`config.mk`:
```
export PLATFORM = sky130hd
export DESIGN_NAME = spi_op_sequencer
export DESIGN_NICKNAME = d
export VERILOG_FILES = /design/src/rtl/sqc_pkg.sv /design/src/rtl/sqc_flags.sv /design/src/rtl/sqc_ctrl.sv /design/src/rtl/spi_op_sequencer.sv
export SDC_FILE = /design/constraint.sdc
export NUM_CORES = 1
export LEC_CHECK = 0
export ABC_AREA = 1
export BUFFER_PORTS_ARGS = -buffer_cell sky130_fd_sc_hd__buf_2
export CORE_MARGIN = 4
export CORE_UTILIZATION = 55
export DETAILED_ROUTE_END_ITERATION = 10
export GPL_TIMING_DRIVEN = 0
export PLACE_DENSITY = 0.92
export SLEW_MARGIN = 20
export SYNTH_ARGS = -nofsm -noshare
export SYNTH_HDL_FRONTEND = slang
export SYNTH_SLANG_ARGS = --single-unit
```
`constraint.sdc`:
```
create_clock -name clk -period 4 [get_ports clk]
set_clock_uncertainty 0.05 [all_clocks]
set_input_delay 0.2 -clock clk [delete_from_list [all_inputs] [get_ports clk]]
set_output_delay 0.2 -clock clk [all_outputs]
set_load 0.02 [all_outputs]
```
`src/rtl/sqc_pkg.sv`:
```
package sqc_pkg;

  typedef enum logic [1:0] {
    SEQ_IDLE = 2'd0,
    SEQ_RUN  = 2'd1,
    SEQ_HALT = 2'd2
  } seqState_e;

  typedef enum logic [2:0] {
    SH_IDLE  = 3'd0,
    SH_START = 3'd1,
    SH_N1    = 3'd2,
    SH_N2    = 3'd3,
    SH_WAIT  = 3'd4,
    SH_DONE  = 3'd5
  } shState_e;

  localparam logic [3:0] OP_STOP   = 4'h0;
  localparam logic [3:0] OP_SEL    = 4'h1;
  localparam logic [3:0] OP_XFER   = 4'h2;
  localparam logic [3:0] OP_N1     = 4'h3;
  localparam logic [3:0] OP_N2     = 4'h4;
  localparam logic [3:0] OP_BRANCH = 4'h6;
  localparam logic [3:0] OP_LOOP1  = 4'hE;
  localparam logic [3:0] OP_LOOP2  = 4'hF;

  localparam logic [3:0] RST_KEY1 = 4'h5;
  localparam logic [3:0] RST_KEY2 = 4'hA;

  // Strobes from the control FSM into the flag datapath
  typedef struct packed {
    logic setErr;
    logic clrErr;
    logic setUnderrun;
    logic clrRdrFull;
    logic csLow;
    logic csHigh;
  } flagStrobes_t;

endpackage

```
`src/rtl/sqc_flags.sv`:
```
module sqc_flags
  import sqc_pkg::*;
(
  input  logic         clk,
  input  logic         rstN,
  input  flagStrobes_t strb,
  input  logic         tdrWrite,
  input  logic         tdrTaken,
  input  logic         rdrLoaded,
  input  logic         rdrRead,
  input  logic         rstCtlWrite,
  input  logic [3:0]   rstCtlVal,
  output logic         softRst,
  output logic         csN,
  output logic         tdrFull,
  output logic         rdrFull,
  output logic         tdrUnderrun,
  output logic         seqError
);

  logic armedQ;

  // The second key only counts right after the first key
  assign softRst = rstCtlWrite && (rstCtlVal == RST_KEY2) && armedQ;

  always_ff @(posedge clk or negedge rstN) begin
    if (!rstN) begin
      armedQ      <= 1'b0;
      csN         <= 1'b1;
      tdrFull     <= 1'b0;
      rdrFull     <= 1'b0;
      tdrUnderrun <= 1'b0;
      seqError    <= 1'b0;
    end else if (softRst) begin
      armedQ      <= 1'b0;
      csN         <= 1'b1;
      tdrFull     <= 1'b0;
      rdrFull     <= 1'b0;
      tdrUnderrun <= 1'b0;
      seqError    <= 1'b0;
    end else begin
      if (rstCtlWrite) armedQ <= (rstCtlVal == RST_KEY1);

      if (tdrWrite)      tdrFull <= 1'b1;
      else if (tdrTaken) tdrFull <= 1'b0;

      if (strb.setUnderrun) tdrUnderrun <= 1'b1;
      else if (tdrWrite)    tdrUnderrun <= 1'b0;

      if (rdrLoaded)                       rdrFull <= 1'b1;
      else if (rdrRead || strb.clrRdrFull) rdrFull <= 1'b0;

      if (strb.setErr)      seqError <= 1'b1;
      else if (strb.clrErr) seqError <= 1'b0;

      if (strb.csLow)       csN <= 1'b0;
      else if (strb.csHigh) csN <= 1'b1;
    end
  end

  // the key sequence leaves every flag clear and chip select high
  p_soft_reset_r10: assert property (@(posedge clk) disable iff (!rstN)
    softRst |=> (csN && !tdrFull && !rdrFull && !tdrUnderrun && !seqError));

endmodule

```
`src/rtl/sqc_ctrl.sv`:
```
module sqc_ctrl
  import sqc_pkg::*;
#(
  parameter int NUM_OPS = 8,
  parameter int OP_W    = 8,
  parameter int CNT_W   = 4,
  localparam int SLOT_W = $clog2(NUM_OPS),
  localparam int IDX_W  = SLOT_W + 1,
  localparam int ARG_W  = OP_W / 2
)(
  input  logic                  clk,
  input  logic                  rstN,
  input  logic                  softRst,
  input  logic [NUM_OPS*OP_W-1:0] opWord,
  input  logic [CNT_W-1:0]      loopCmp1,
  input  logic [CNT_W-1:0]      loopCmp2,
  input  logic                  n2Reload,
  input  logic                  rdrMatch,
  input  logic                  shiftStop,
  input  logic                  tdrWrite,
  input  logic                  rdrRead,
  input  logic                  rdrFull,
  output flagStrobes_t          strb,
  output logic                  shiftN1Req,
  output logic                  shiftN2Req,
  output logic [ARG_W-1:0]      shiftArg,
  output logic                  shiftCombine,
  output logic [IDX_W-1:0]      seqIndex,
  output logic [1:0]            seqStateOut,
  output logic [2:0]            shifterStateOut
);

  logic [OP_W-1:0] opSlot [NUM_OPS];

  // Slot 0 is the most significant byte of the opcode word
  for (genvar g = 0; g < NUM_OPS; g++) begin : g_slot
    assign opSlot[g] = opWord[OP_W*(NUM_OPS-g)-1 -: OP_W];
  end

  logic [IDX_W-1:0] idxQ, idxD, nxtIdx, jumpTarget;
  seqState_e        seqQ, seqD;
  shState_e         shQ, shD;
  logic             n1DoneQ, n1DoneD;
  logic [CNT_W-1:0] cntQ [2];
  logic [CNT_W-1:0] cmpVal [2];
  logic [1:0]       cntInc;
  logic             cntClr;
  logic             idxValid, nextIsN2, startReq, loopSel;
  logic [OP_W-1:0]  curOp, nextOp;
  logic [OP_W-ARG_W-1:0] opCode;
  logic [ARG_W-1:0] opArg;

  assign cmpVal[0] = loopCmp1;
  assign cmpVal[1] = loopCmp2;

  assign idxValid   = idxQ < IDX_W'(NUM_OPS);
  assign curOp      = idxValid ? opSlot[idxQ[SLOT_W-1:0]] : '0;
  assign nxtIdx     = idxQ + IDX_W'(1);
  assign nextOp     = (nxtIdx < IDX_W'(NUM_OPS)) ? opSlot[nxtIdx[SLOT_W-1:0]] : '0;
  assign nextIsN2   = (nextOp[OP_W-1:ARG_W] == OP_N2);
  assign opCode     = curOp[OP_W-1:ARG_W];
  assign opArg      = curOp[ARG_W-1:0];
  assign loopSel    = opCode[0];
  assign jumpTarget = (int'(opArg) >= NUM_OPS) ? IDX_W'(NUM_OPS) : IDX_W'(opArg);
  assign startReq   = tdrWrite || (rdrRead && shQ == SH_WAIT);
  assign shiftArg   = opArg;

  always_comb begin
    idxD = idxQ;  seqD = seqQ;  shD = shQ;  n1DoneD = n1DoneQ;
    cntInc = '0;  cntClr = 1'b0;  strb = '0;
    shiftN1Req = 1'b0;  shiftN2Req = 1'b0;  shiftCombine = 1'b0;
    if (seqQ != SEQ_RUN) begin
      if (startReq) begin
        seqD = SEQ_RUN;
        strb.clrErr = 1'b1;
        if (seqQ == SEQ_IDLE) idxD = '0;
      end
    end else if (!idxValid) begin
      seqD = SEQ_IDLE;  idxD = '0;  cntClr = 1'b1;
    end else begin
      case (opCode)
        OP_STOP: begin
          seqD = SEQ_IDLE;  idxD = '0;  cntClr = 1'b1;  shD = SH_IDLE;
        end
        OP_SEL: begin
          if (opArg == ARG_W'(1)) begin
            strb.csLow = 1'b1;  shD = SH_START;  n1DoneD = 1'b0;  idxD = nxtIdx;
          end else if (opArg == '0) begin
            strb.csHigh = 1'b1;  shD = SH_DONE;  idxD = nxtIdx;
          end else begin
            shD = SH_IDLE;  seqD = SEQ_HALT;
          end
        end
        OP_N1: begin
          if (shQ == SH_IDLE || shQ == SH_DONE) begin
            strb.setErr = 1'b1;  seqD = SEQ_HALT;
          end else begin
            shiftN1Req = 1'b1;  shiftCombine = nextIsN2;
            if (shiftStop) begin
              shD = SH_WAIT;  seqD = SEQ_HALT;
            end else begin
              n1DoneD = 1'b1;  idxD = nxtIdx;
              if (nextIsN2 && n2Reload) begin
                strb.setUnderrun = 1'b1;  shD = SH_N2;  seqD = SEQ_HALT;
              end else begin
                shD = SH_N1;
              end
            end
          end
        end
        OP_N2: begin
          if (!n1DoneQ) begin
            strb.setErr = 1'b1;  seqD = SEQ_HALT;
          end else begin
            shiftN2Req = 1'b1;
            if (shiftStop) begin
              shD = SH_WAIT;  seqD = SEQ_HALT;
            end else begin
              shD = SH_N2;  idxD = nxtIdx;
            end
          end
        end
        OP_BRANCH: begin
          if (!rdrFull) begin
            shD = SH_WAIT;  seqD = SEQ_HALT;
          end else begin
            strb.clrRdrFull = 1'b1;
            idxD = rdrMatch ? nxtIdx : jumpTarget;
          end
        end
        OP_LOOP1, OP_LOOP2: begin
          if (cntQ[loopSel] != cmpVal[loopSel]) begin
            idxD = jumpTarget;  cntInc[loopSel] = 1'b1;
          end else begin
            idxD = nxtIdx;
          end
        end
        OP_XFER: idxD = nxtIdx;
        default: idxD = nxtIdx;
      endcase
    end
  end

  always_ff @(posedge clk or negedge rstN) begin
    if (!rstN) begin
      idxQ <= '0;  seqQ <= SEQ_IDLE;  shQ <= SH_IDLE;  n1DoneQ <= 1'b0;
      for (int k = 0; k < 2; k++) cntQ[k] <= '0;
    end else if (softRst) begin
      idxQ <= '0;  seqQ <= SEQ_IDLE;  shQ <= SH_IDLE;  n1DoneQ <= 1'b0;
      for (int k = 0; k < 2; k++) cntQ[k] <= '0;
    end else begin
      idxQ <= idxD;  seqQ <= seqD;  shQ <= shD;  n1DoneQ <= n1DoneD;
      for (int k = 0; k < 2; k++) begin
        if (cntClr)         cntQ[k] <= '0;
        else if (cntInc[k]) cntQ[k] <= cntQ[k] + CNT_W'(1);
      end
    end
  end

  assign seqIndex        = idxQ;
  assign seqStateOut     = seqQ;
  assign shifterStateOut = shQ;

  // index never passes the end position
  p_index_bound_r9: assert property (@(posedge clk) disable iff (!rstN)
    idxQ <= IDX_W'(NUM_OPS));
  // an idle engine always sits at index 0
  p_idle_index_r9: assert property (@(posedge clk) disable iff (!rstN)
    (seqQ == SEQ_IDLE) |-> (idxQ == '0));
  // at most one segment request per cycle
  p_single_shift_r4: assert property (@(posedge clk) disable iff (!rstN)
    !(shiftN1Req && shiftN2Req));
  // a combine hint only accompanies an N1 request
  p_combine_n1_r4: assert property (@(posedge clk) disable iff (!rstN)
    shiftCombine |-> shiftN1Req);

endmodule

```
`src/rtl/spi_op_sequencer.sv`:
```
module spi_op_sequencer
  import sqc_pkg::*;
#(
  parameter int NUM_OPS = 8,
  parameter int OP_W    = 8,
  parameter int CNT_W   = 4,
  localparam int IDX_W  = $clog2(NUM_OPS) + 1,
  localparam int ARG_W  = OP_W / 2
)(
  input  logic                    clk,
  input  logic                    rstN,
  input  logic [NUM_OPS*OP_W-1:0] opWord,
  input  logic [CNT_W-1:0]        loopCmp1,
  input  logic [CNT_W-1:0]        loopCmp2,
  input  logic                    n2Reload,
  input  logic                    rdrMatch,
  input  logic                    shiftStop,
  input  logic                    tdrTaken,
  input  logic                    rdrLoaded,
  input  logic                    tdrWrite,
  input  logic                    rdrRead,
  input  logic                    rstCtlWrite,
  input  logic [3:0]              rstCtlVal,
  output logic                    csN,
  output logic                    shiftN1Req,
  output logic                    shiftN2Req,
  output logic [ARG_W-1:0]        shiftArg,
  output logic                    shiftCombine,
  output logic [IDX_W-1:0]        seqIndex,
  output logic [1:0]              seqState,
  output logic [2:0]              shifterState,
  output logic                    tdrFull,
  output logic                    rdrFull,
  output logic                    tdrUnderrun,
  output logic                    seqError
);

  flagStrobes_t strb;
  logic         softRst;

  sqc_ctrl #(.NUM_OPS(NUM_OPS), .OP_W(OP_W), .CNT_W(CNT_W)) u_ctrl (
    .clk(clk), .rstN(rstN), .softRst(softRst), .opWord(opWord),
    .loopCmp1(loopCmp1), .loopCmp2(loopCmp2), .n2Reload(n2Reload),
    .rdrMatch(rdrMatch), .shiftStop(shiftStop), .tdrWrite(tdrWrite),
    .rdrRead(rdrRead), .rdrFull(rdrFull), .strb(strb),
    .shiftN1Req(shiftN1Req), .shiftN2Req(shiftN2Req), .shiftArg(shiftArg),
    .shiftCombine(shiftCombine), .seqIndex(seqIndex),
    .seqStateOut(seqState), .shifterStateOut(shifterState)
  );

  sqc_flags u_flags (
    .clk(clk), .rstN(rstN), .strb(strb), .tdrWrite(tdrWrite),
    .tdrTaken(tdrTaken), .rdrLoaded(rdrLoaded), .rdrRead(rdrRead),
    .rstCtlWrite(rstCtlWrite), .rstCtlVal(rstCtlVal), .softRst(softRst),
    .csN(csN), .tdrFull(tdrFull), .rdrFull(rdrFull),
    .tdrUnderrun(tdrUnderrun), .seqError(seqError)
  );

  // chip select only falls together with the shifter entering START
  p_cs_start_r2: assert property (@(posedge clk) disable iff (!rstN)
    $fell(csN) |-> (shifterState == 3'(SH_START)));
  // a freshly started run carries no error
  p_run_clears_err_r3: assert property (@(posedge clk) disable iff (!rstN)
    $rose(seqState == 2'(SEQ_RUN)) |-> !seqError);
  // underrun only appears as the engine halts
  p_underrun_halts_r5: assert property (@(posedge clk) disable iff (!rstN)
    $rose(tdrUnderrun) |-> (seqState == 2'(SEQ_HALT)));

endmodule

```
==> results.py, run 1 <==
metrics = {
    "placed_design": {
        "globalplace.congestion": 0.9281,
        "dp_hpwl_um": 7270,
        "placement.io_buffers": 106,
    },
    "logic_synthesis": {
        "synth_nets": 612,
        "synth.distinct_cells": 34,
        "yosys_register_bits": 24,
        "seq_area_frac_synth": 0.2032,
        "postSynthCellCount": 523,
        "syn_area_um2": 2962,
        "synth.avg_cell_area_um2": 5.663,
        "yosys-top-cells-area": "nand2_1 22%, dfrtp_1 19%, nand3_1 14%, inv_1 11%, nor2_1 4.8%",
        "ys_warn_count": 0,
        "synth_top_cell_area_share": 0.2218,
        "yosysTopAreaCell": "nand2_1",
    },
    "pwr": {
        "pwr-share-comb": 0.716,
        "switchingPower_w": 0.001183,
        "power.density_nw_per_um2": 583.1,
        "ir_drop_uv": 470.7,
        "p_seq_frac": 0.182,
        "power_frac_clock": 0.102,
        "swShare": 0.5543,
        "static-leakage-power_nw": 2.297,
        "finalPower_w": 0.002135,
        "internal-power_w": 0.0009515,
    },
    "floorplan": {
        "fp.dieH_um": 81.38,
        "die_w_um": 81.38,
        "rows": 26,
        "fp.coreArea_um2": 5172,
        "start_util": 0.5726,
        "ios": 107,
        "die-area_um2": 6623,
    },
    "worst_hold_path": {
        "hold_class": "in -> reg",
    },
    "critical_path": {
        "start_kind": "register",
        "setup.worst_path.end_class": "output port",
        "critPathMaxFanout": 10,
        "endpoint": "shiftCombine",
        "reg2regPathDepth": 11,
        "r2r-start": "u_ctrl.seqStateOut[1]",
        "cp.required_ns": 3.75,
        "cp.arrival_ns": 2.30,
        "critPathLaunch": "u_ctrl.seqIndex[0]",
        "r2r_end": "u_ctrl.seqStateOut[0]",
        "r2r_slack_ns": 1.57,
        "crit_type": "reg -> out",
    },
    "sta": {
        "setup_viol": 0,
        "finalCritPeriodShare": 0.6370,
        "hold_viol_final": 0,
        "relSlewSlack": 0.5719,
        "worst_pin_slew_ns": 0.6399,
        "maxSlewViolCount": 0,
        "fin_setup_tns_ns": 0,
        "fmax_ghz": 0.3925,
        "layout_min_cycle_time_ns": 2.548,
        "rsz0062_at_grt": "false",
    },
    "clocking": {
        "cts_resized": 0,
        "cts.clk_slew.worst_paths_ns": 0.09,
        "postCtsSetupRepairBufs": 0,
        "cts_tree": "yes",
        "cts_sinks": 24,
        "htreeDepth": 1,
        "clk_path_buf_depth": 2,
        "clock_tree.root_cell": "clkbuf_8",
        "cts-buffers-inserted": 3,
        "clkLatencyLatePin_ns": 0.27,
    },
    "layout": {
        "nets": 724,
        "n_antenna_cell": 0,
        "drive_gt1_frac": 0.2445,
        "syn_to_final_growth_pct": 23.62,
    },
    "routing": {
        "totalWireLength_um": 8892,
        "via_per_inst": 5.325,
        "ant_nets": 0,
        "drt_iter0_drc": 406,
        "avgRoutedWirePerCell_um": 12.63,
        "drc": 0,
        "vias": 3749,
        "drt_pass1_iterations": 6,
    },
    "global_route": {
        "grt_usage": 0.2714,
        "antenna_found_initial": 0,
        "grt_max_degree": 25,
        "overflow": 0,
        "grt_pass1_vias": 3479,
        "grt_pass1_wl_um": 14560,
    },
    "outcome": {
        "status": "completed",
    },
    "flow_run": {
        "drv_cap": 0,
    },
}
==> registers in the layout, indices dropped and copies added, names as in the netlist, 2 cells and up <==
register	flops
u_ctrl.seqIndex	4
u_ctrl.seqStateOut	2
u_ctrl.cntQ	8
u_ctrl.shifterStateOut	3
==> worst min path at each step <==
stage / startpoint / endpoint / slack (ns) / depth (start not counted)
global placement: rstN / u_flags.tdrUnderrun / 0.16 / 1
detailed placement: rstN / u_flags.tdrFull / 0.17 / 1
CTS: rstCtlVal[1] / u_flags.armedQ / 0.08 / 2
global route: rstCtlVal[1] / u_flags.armedQ / 0.08 / 2
floorplan: rstN / u_ctrl.cntQ[0] / -0.15 / 0
finish: rstCtlVal[1] / u_flags.armedQ / 0.08 / 2
==> cell type report <==
| class | count | area, um^2 |
|---|---|---|
| Tap cell | 70 | 87.58 |
| Buffer | 14 | 91.34 |
| Multi-Input combinational cell | 392 | 1919 |
| Sequential cell | 24 | 601.8 |
| Fill cell | 447 | 1511 |
| Clock buffer | 3 | 41.29 |
| Inverter | 93 | 349.1 |
| Clock inverter | 1 | 30.03 |
| Timing Repair Buffer | 107 | 540.5 |
==> synth_stat cells (all sizes together) <==
cell,n
buf,13
a21oi,12
xnor2,1
ha,3
nand3b,3
clkbuf,1
dfrtp,23
nor2,46
or2,1
o21bai,1
o211ai,3
o31ai,3
xor2,13
nand3,90
inv,93
nand2,181
o32ai,1
nor3,4
o21ai,12
dfstp,1
o21a,1
nand4,17
==> what timing repair did <==
| item | in CTS | in global routing |
|---|---|---|
| setup endpoints to repair | 0 | 0 |
| endpoints found under the hold margin | 23 | 0 |
| hold buffers | 1 | 0 |
==> kinds of logic (layout without fill, tap and decap cells) <==
| group | count (synthesis) | count (layout) | synth area share |
|---|---|---|---|
| AO/OA/AOI/OAI | 33 | 33 | 0.06506 |
| XOR/XNOR | 14 | 14 | 0.04140 |
| adder cells (fa/ha/maj) | 3 | 3 | 0.01268 |
| buffers and inverters | 107 | 218 | 0.1487 |
| flip-flops | 24 | 24 | 0.2032 |
| AND/OR/NAND/NOR | 342 | 342 | 0.5289 |
==> critical path: stages (launching register included) <==
cell      delay [ns]
dfrtp_1         0.48
buf_4           0.23
buf_4           0.18
buf_4           0.20
nand2_1         0.06
o21ai_0         0.29
nand2_1         0.08
nand3b_1        0.13
nand3_1         0.09
nor2_1          0.11
buf_2           0.17
==> layer usage <==
layer,track usage,routed length [um]
met3,0.04324,781
met4,0.06081,135
met2,0.4976,4320
met1,0.3295,3655
met5,0,0
==> power by group through the flow <==
stage | Combinational, W | Sequential (W) | Clock (W)
after detailed placement | 0.00150 | 0.000393 | 0
final | 0.00153 | 0.000389 | 0.000218
after floorplan | 0.00108 | 0.000430 | 0
after global routing | 0.00171 | 0.000401 | 0.000233
after CTS | 0.00151 | 0.000387 | 0.000220
after global placement | 0.00146 | 0.000389 | 0
==> metrics by stage <==
step	utilization	cell area [um^2]	std cells	hold WS, ns	setup WS [ns]
5_1_grt	0.7078	3661	704	0.07951	1.301
2_1_floorplan	-	2962	523	-0.1456	1.819
6_report	0.7078	3661	704	0.07835	1.452
3_3_place_gp	0.6921	3580	699	0.1630	1.686
3_5_place_dp	0.6921	3580	699	0.1748	1.640
4_1_cts	0.7078	3661	704	0.07609	1.479
==> cells in the final DEF (no fill, tap or decap), types with 5 or more instances in the layout <==
master / n
nand2_1: 175
nand3_2: 5
buf_2: 113
nand4_1: 15
dfrtp_1: 23
xor2_1: 13
inv_1: 86
o21ai_0: 10
inv_2: 7
nor2_1: 38
nand3_1: 84
nor2_2: 5
a21oi_1: 11
nand2_2: 6
Power figures use the tool's default switching activity.
==> run 2, diff against run 1 <==
--- a/config.mk
+++ b/config.mk
@@ -8,10 +8,10 @@
 export ABC_AREA = 1
 export BUFFER_PORTS_ARGS = -buffer_cell sky130_fd_sc_hd__buf_2
 export CORE_MARGIN = 4
-export CORE_UTILIZATION = 55
+export CORE_UTILIZATION = 51
 export DETAILED_ROUTE_END_ITERATION = 10
 export GPL_TIMING_DRIVEN = 0
-export PLACE_DENSITY = 0.92
+export PLACE_DENSITY = 0.87
 export SLEW_MARGIN = 20
 export SYNTH_ARGS = -nofsm -noshare
 export SYNTH_HDL_FRONTEND = slang
==> constraint.sdc (replaced) <==
create_clock -name clk -period 2.65 [get_ports clk]
set_clock_uncertainty 0.05 [all_clocks]
set_input_delay 0.1325 -clock clk [delete_from_list [all_inputs] [get_ports clk]]
set_output_delay 0.1325 -clock clk [all_outputs]
set_load 0.02 [all_outputs]
==> run 2 against run 1 <==
Effect of this change:
- the flow now finishes with violations (hold timing)
- critical path depth unchanged
- largest power group unchanged
- clock power increased by 55%
- worst setup slack got worse by 1.3 ns
- sequential share of layout area is essentially flat
- critical path type unchanged
- cell count is 0.28% higher
==> results.py, run 2 (synthesis gave the netlist of run 1 again) <==
metrics = {
    "flow_run": {
        "drv_cap": 0,
    },
    "critical_path": {
        "cp_cell_sequence": "buf_4 > buf_4 > buf_4 > nand2_1 > o21ai_0 > nand2_1 > nand3b_1 > nand3_1 > nor2_1 > buf_2",
        "crit_type": "reg -> out",
        "cp.arrival_ns": 2.36,
        "path_common_cell": "buf_4",
        "crit_path_max_incr_delay_ns": 0.49,
        "slowest_stage": "dfrtp_1",
        "cp.required_ns": 2.47,
        "critPathMaxFanout": 10,
        "start_kind": "register",
        "setup.worst_path.end_class": "output port",
    },
    "global_route": {
        "grt_util_met1": 0.3118,
        "grt_max_degree": 25,
        "grt_pass1_wl_um": 15050,
        "overflow": 0,
        "use_met3": 0.03827,
        "grt.busiest_layer": "met2",
        "grt_pass1_vias": 3506,
        "grt_usage": 0.2498,
        "grtUsageMet2": 0.4412,
        "antenna_found_initial": 0,
    },
    "floorplan": {
        "fp.dieH_um": 84.21,
        "die_w_um": 84.21,
        "fp.coreArea_um2": 5574,
        "rows": 27,
        "start_util": 0.5313,
        "die-area_um2": 7090,
        "ios": 107,
    },
    "pwr": {
        "static-leakage-power_nw": 2.297,
        "p_seq_frac": 0.182,
        "switchingPower_w": 0.001805,
        "power_frac_clock": 0.104,
        "swShare": 0.5565,
        "internal-power_w": 0.001439,
        "ir_drop_uv": 502.4,
        "pwr-share-comb": 0.714,
        "power.density_nw_per_um2": 884.8,
    },
    "placed_design": {
        "globalplace.congestion": 0.9540,
        "placement.io_buffers": 106,
        "numPlacedInstances": 701,
        "placed_cell_area_um2": 3582,
        "dp_hpwl_um": 7271,
    },
    "sta": {
        "fmax_ghz": 0.3940,
        "finalCritPeriodShare": 0.9578,
        "whs_ns": -0.0006486,
        "fin_setup_tns_ns": 0,
        "setup_viol": 0,
        "rsz0062_at_grt": "false",
        "worst_pin_slew_ns": 0.5643,
        "relSlewSlack": 0.6238,
        "hold_viol_final": 1,
        "layout_min_cycle_time_ns": 2.538,
        "maxSlewViolCount": 0,
    },
    "routing": {
        "via_per_inst": 5.214,
        "totalWireLength_um": 9075,
        "avgRoutedWirePerCell_um": 12.85,
        "ant_nets": 0,
        "vias": 3681,
        "drt_iter0_drc": 347,
        "drt_pass1_iterations": 6,
        "drc": 0,
    },
    "layout": {
        "stdcell_area_um2": 3666,
        "mostFrequentLayoutCell": "nand2_1",
        "layoutNonFillerInstCount": 706,
        "fin_util": 0.6577,
        "nets": 724,
        "layout_common_cells": "175 x nand2_1, 113 x buf_2, 86 x inv_1",
        "largest-register": "u_ctrl.cntQ",
        "nFillCells": 523,
        "n_antenna_cell": 0,
        "syn_to_final_growth_pct": 23.79,
        "largest_reg_flops": 8,
        "drive_gt1_frac": 0.2461,
    },
    "clocking": {
        "cts_sinks": 24,
        "cts_tree": "yes",
        "clkLatencyLatePin_ns": 0.28,
        "htreeDepth": 1,
        "clk_path_buf_depth": 2,
        "cts.clk_slew.worst_paths_ns": 0.10,
        "clock_tree.root_cell": "clkbuf_8",
        "postCtsSetupRepairBufs": 0,
        "cts-buffers-inserted": 3,
    },
    "outcome": {
        "status": "complete, but fails checks",
        "violations": "hold timing",
    },
    "worst_hold_path": {
        "hold_class": "in -> reg",
    },
}
[run 2: layout make-up]
type                            instances  area [um^2]  share of cell area
Multi-Input combinational cell        392         1922              0.5242
Sequential cell                        24        601.8              0.1642
Buffer                                 14        91.34             0.02491
Timing Repair Buffer                  107        540.5              0.1474
Clock buffer                            3        41.29             0.01126
Tap cell                               72        90.09             0.02457
Clock inverter                          1        30.03            0.008191
Inverter                               93        349.1             0.09522
[run 2: per-layer routing]
metal | wire length, um | up-vias
li1 | - | 1872
met1 | 3811 | 1621
met2 | 4365 | 169
met3 | 738 | 19
met4 | 159 | 0
met5 | 0 | -
[run 2: final timing paths]
kind                                  startpoint                    end  slack, ns  depth (start not counted)
hold reg to reg            u_ctrl.seqStateOut[0]  u_ctrl.seqStateOut[0]       0.45                          2
hold / removal                      rstCtlVal[1]         u_flags.armedQ    -0.0006                          2
setup / recovery              u_ctrl.seqIndex[0]           shiftCombine       0.11                         10
max in group asynchronous                   rstN         u_ctrl.cntQ[6]       1.84                          2
setup reg to reg              u_ctrl.seqIndex[0]  u_ctrl.seqStateOut[0]       0.21                         14
min in group asynchronous                   rstN         u_ctrl.n1DoneQ       0.33                          2
[run 2: per-stage QoR]
step	total power [W]	worst slack [ns]	hold slack, ns
after floorplan	0.002287	0.4694	-0.2131
after global placement	0.002798	0.3607	0.09913
after detailed placement	0.002850	0.2895	0.09861
after CTS	0.003205	0.1679	0.003306
after global routing	0.003556	0.03581	0.01603
final	0.003244	0.1118	-0.0006486
[run 2: what timing repair did]
action                     4_1_cts  5_1_grt
resized for setup                0        1
hold endpoints to repair        23        0
setup endpoints to repair        0        1
hold buffers                     1        0
[run 2: power by group through the flow]
| stage | Clock, W | Sequential (W) | Combinational, W |
|---|---|---|---|
| final | 0.000337 | 0.000590 | 0.00232 |
| after global routing | 0.000353 | 0.000609 | 0.00259 |
| after CTS | 0.000338 | 0.000588 | 0.00228 |
| after detailed placement | 0 | 0.000595 | 0.00225 |
| after global placement | 0 | 0.000591 | 0.00221 |
| after floorplan | 0 | 0.000649 | 0.00164 |
[run 2: worst max-delay path, delay by kind of cell (launching register included)]
family / cells / cell delay (ns)
buffers and inverters: 4 / 0.77
and+or+nand+nor: 5 / 0.53
DFF: 1 / 0.49
AOI/OAI and AO/OA: 1 / 0.29
==> run 3, diff against run 2 <==
--- a/config.mk
+++ b/config.mk
@@ -5,10 +5,10 @@
 export SDC_FILE = /design/constraint.sdc
 export NUM_CORES = 1
 export LEC_CHECK = 0
-export ABC_AREA = 1
+export ABC_AREA = 0
 export BUFFER_PORTS_ARGS = -buffer_cell sky130_fd_sc_hd__buf_2
 export CORE_MARGIN = 4
-export CORE_UTILIZATION = 51
+export CORE_UTILIZATION = 49
 export DETAILED_ROUTE_END_ITERATION = 10
 export GPL_TIMING_DRIVEN = 0
 export PLACE_DENSITY = 0.87
==> run 3 against run 2 <==
Effect of this change:
- the run ends with setup timing left
- register-to-register slack got worse by 0.64 ns
- non-clock buffer count is 43 higher
- first-iteration DRC count is 65% higher
- combinational power grew 64%
- critical path depth did not move
- clock-buffer cell count is 1 higher
- hold slack improved by 0.073 ns
- synthesized cell count down 44%
- cell count down 27%
- fmax fell by 19%
- global-route usage increased by 6.1 points
- worst setup slack lost 0.59 ns
- critical path type unchanged
- largest power group unchanged
==> results.py, run 3 <==
metrics = {
    "critical_path": {
        "setup.worst_path.end_class": "output port",
        "critPathLaunch": "u_ctrl.seqIndex[0]",
        "reg2regPathDepth": 10,
        "r2r_end": "u_ctrl.seqStateOut[0]",
        "r2r-start": "u_ctrl.seqIndex[0]",
        "critPathMaxFanout": 7,
        "start_kind": "register",
        "cp.required_ns": 2.47,
        "cp.arrival_ns": 2.94,
        "endpoint": "shiftN2Req",
        "r2r_slack_ns": -0.43,
        "crit_type": "reg -> out",
    },
    "global_route": {
        "grt_pass1_vias": 3246,
        "grt_pass1_wl_um": 15590,
        "antenna_found_initial": 0,
        "overflow": 0,
        "grt_max_degree": 25,
        "grt_usage": 0.3106,
    },
    "routing": {
        "drt_iter0_drc": 572,
        "avgRoutedWirePerCell_um": 24.65,
        "ant_nets": 0,
        "via_per_inst": 7.128,
        "totalWireLength_um": 12700,
        "vias": 3671,
        "drc": 0,
        "drt_pass1_iterations": 7,
    },
    "pwr": {
        "static-leakage-power_nw": 1.827,
        "power.density_nw_per_um2": 1124,
        "ir_drop_uv": 658.1,
    },
    "logic_synthesis": {
        "seq_area_frac_synth": 0.2394,
        "synth_edf_count": 0,
        "yosys-top-cells-area": "dfrtp_1 23%, mux2i_1 7.6%, mux4_2 6.3%, nor2_1 5.4%, xor2_1 4.2%",
        "yosysMostFrequentCell": "nor2_1",
        "synth_compound_area_frac": 0.1986,
        "yosys.area_share.xor_xnor": 0.05575,
        "synthAdderAreaFrac": 0.01493,
        "synth_common_cells": "36 x nor2_1, 25 x nand2_1, 23 x dfrtp_1, 19 x mux2i_1",
        "yosys_register_bits": 24,
        "synth_top_family_by_area": "simple AND/OR/NAND/NOR gates",
        "synth_nets": 382,
        "ys_warn_count": 0,
        "postSynthCellCount": 293,
        "yosysTopAreaCell": "dfrtp_1",
        "synth_simple_gate_area_frac": 0.2668,
        "synth.avg_cell_area_um2": 8.579,
        "synth_top_cell_area_share": 0.2290,
        "async_flop_share": 1.000,
        "synth_top_flop_cell": "dfrtp_1",
        "synth.distinct_cells": 61,
        "synthMuxAreaShare": 0.1653,
        "syn_area_um2": 2514,
    },
    "clocking": {
        "clk_path_buf_depth": 2,
        "cts.clk_slew.worst_paths_ns": 0.09,
        "clock_tree.root_cell": "clkbuf_8",
        "htreeDepth": 1,
        "cts_sinks": 24,
        "cts_tree": "yes",
        "cts-buffers-inserted": 3,
        "clkLatencyLatePin_ns": 0.28,
    },
    "layout": {
        "syn_to_final_growth_pct": 65.70,
        "layoutNonFillerInstCount": 515,
        "largest-register": "u_ctrl.cntQ",
        "nets": 538,
        "largest_reg_flops": 8,
        "mostFrequentLayoutCell": "buf_2",
        "n_antenna_cell": 0,
        "fin_util": 0.8591,
        "layout_common_cells": "103 x buf_2, 38 x buf_4, 27 x nor2_1",
        "drive_gt1_frac": 0.5960,
    },
    "sta": {
        "whs_ns": 0.07279,
        "fmax_ghz": 0.3199,
        "setup_viol": 23,
        "hold_viol_final": 0,
        "layout_min_cycle_time_ns": 3.126,
        "worst_pin_slew_ns": 0.9493,
        "maxSlewViolCount": 0,
        "relSlewSlack": 0.3613,
        "finalCritPeriodShare": 1.180,
        "rsz0062_at_grt": "true",
        "setup_ws_ns": -0.4757,
    },
    "floorplan": {
        "fp.dieH_um": 79.63,
        "rows": 25,
        "die_w_um": 79.63,
        "fp.coreArea_um2": 4848,
        "die-area_um2": 6340,
        "start_util": 0.5185,
        "ios": 107,
    },
    "placed_design": {
        "globalplace.congestion": 0.9566,
        "pre_cts_ws_ns": -0.3006,
        "placement.io_buffers": 106,
        "numPlacedInstances": 466,
        "dp_hpwl_um": 6463,
    },
    "outcome": {
        "status": "complete, but fails checks",
        "violations": "setup timing",
    },
    "flow_run": {
        "drv_cap": 0,
    },
    "worst_hold_path": {
        "hold_class": "in -> reg",
    },
}
==> run 3: cell types whose count changed after synthesis, moves of 6 or more <==
cell / delta
inv_2: -7
nor4b_1: +7
or3_1: +6
inv_1: -75
nand4_1: -12
mux4_2: +7
mux2i_1: +19
nand2_1: -150
nand3_1: -76
==> run 3: metal layers <==
layer | share of wire | global-route usage | vias up | wire length, um
met5 | 0 | 0 | - | 0
met4 | 0.092 | 0.1546 | 0 | 1174
met3 | 0.13 | 0.04853 | 151 | 1587
met2 | 0.45 | 0.5351 | 434 | 5664
met1 | 0.34 | 0.3732 | 1660 | 4271
li1 | - | - | 1426 | -
==> run 3: how the worst min path moves through the flow <==
stage,endpoint,depth (start not counted),startpoint
5_1_grt,u_flags.rdrFull,3,rdrLoaded
4_1_cts,u_flags.rdrFull,3,rdrLoaded
3_5_place_dp,u_ctrl.cntQ[0],1,rstN
2_1_floorplan,u_ctrl.cntQ[0],0,rstN
3_3_place_gp,u_ctrl.cntQ[2],1,rstN
6_report,u_flags.rdrFull,3,rdrLoaded
==> run 3: repair_timing <==
action | 4_1_cts | 5_1_grt
resized for setup | 65 | 77
endpoints found under the setup margin | 23 | 24
endpoints found under the hold margin | 23 | 0
setup buffers | 19 | 28
cloned | 2 | 0
pin swaps | 20 | 33
hold buffers | 1 | 0
==> run 3: critical path, cell delays in order (launching register included) <==
cell and delay [ns]:
dfrtp_2 0.50, buf_8 0.15, buf_6 0.10, mux2i_2 0.24
nor2_2 0.09, o41ai_4 0.48, buf_4 0.20, nand2_4 0.06
or4_4 0.57, nor2_4 0.14, buf_6 0.13
==> run 3: cell families after synthesis <==
| logic type | after synthesis |
|---|---|
| compound gates | 68 |
| mux | 32 |
| simple gates | 125 |
| xor+xnor | 16 |
| flops | 24 |
| buf+inv | 25 |
| fa+ha+maj | 3 |
==> run 3: cell type report <==
cell class,instances,area [um^2]
Multi-Input combinational cell,244,2305
Sequential cell,24,605.6
Tap cell,67,83.83
Buffer,10,122.6
Timing Repair Buffer,154,953.4
Fill cell,224,683.2
Clock buffer,4,45.04
Inverter,12,50.05
==> run 3: report_power, final <==
group          switching [W]  internal (W)
clock network       0.000131      0.000108
logic                0.00215       0.00166
registers           0.000151      0.000486
total                0.00243       0.00225
==> run 3: metrics by stage <==
step                      total power, W  area, um^2  setup TNS, ns
after CTS                       0.003480        3685         -1.206
after floorplan                 0.002190        2551        -0.1108
after detailed placement        0.002739        3166         -4.248
final                           0.004683        4165         -6.104
after global routing            0.004813        4165         -7.599
after global placement          0.002681        3166         -4.012
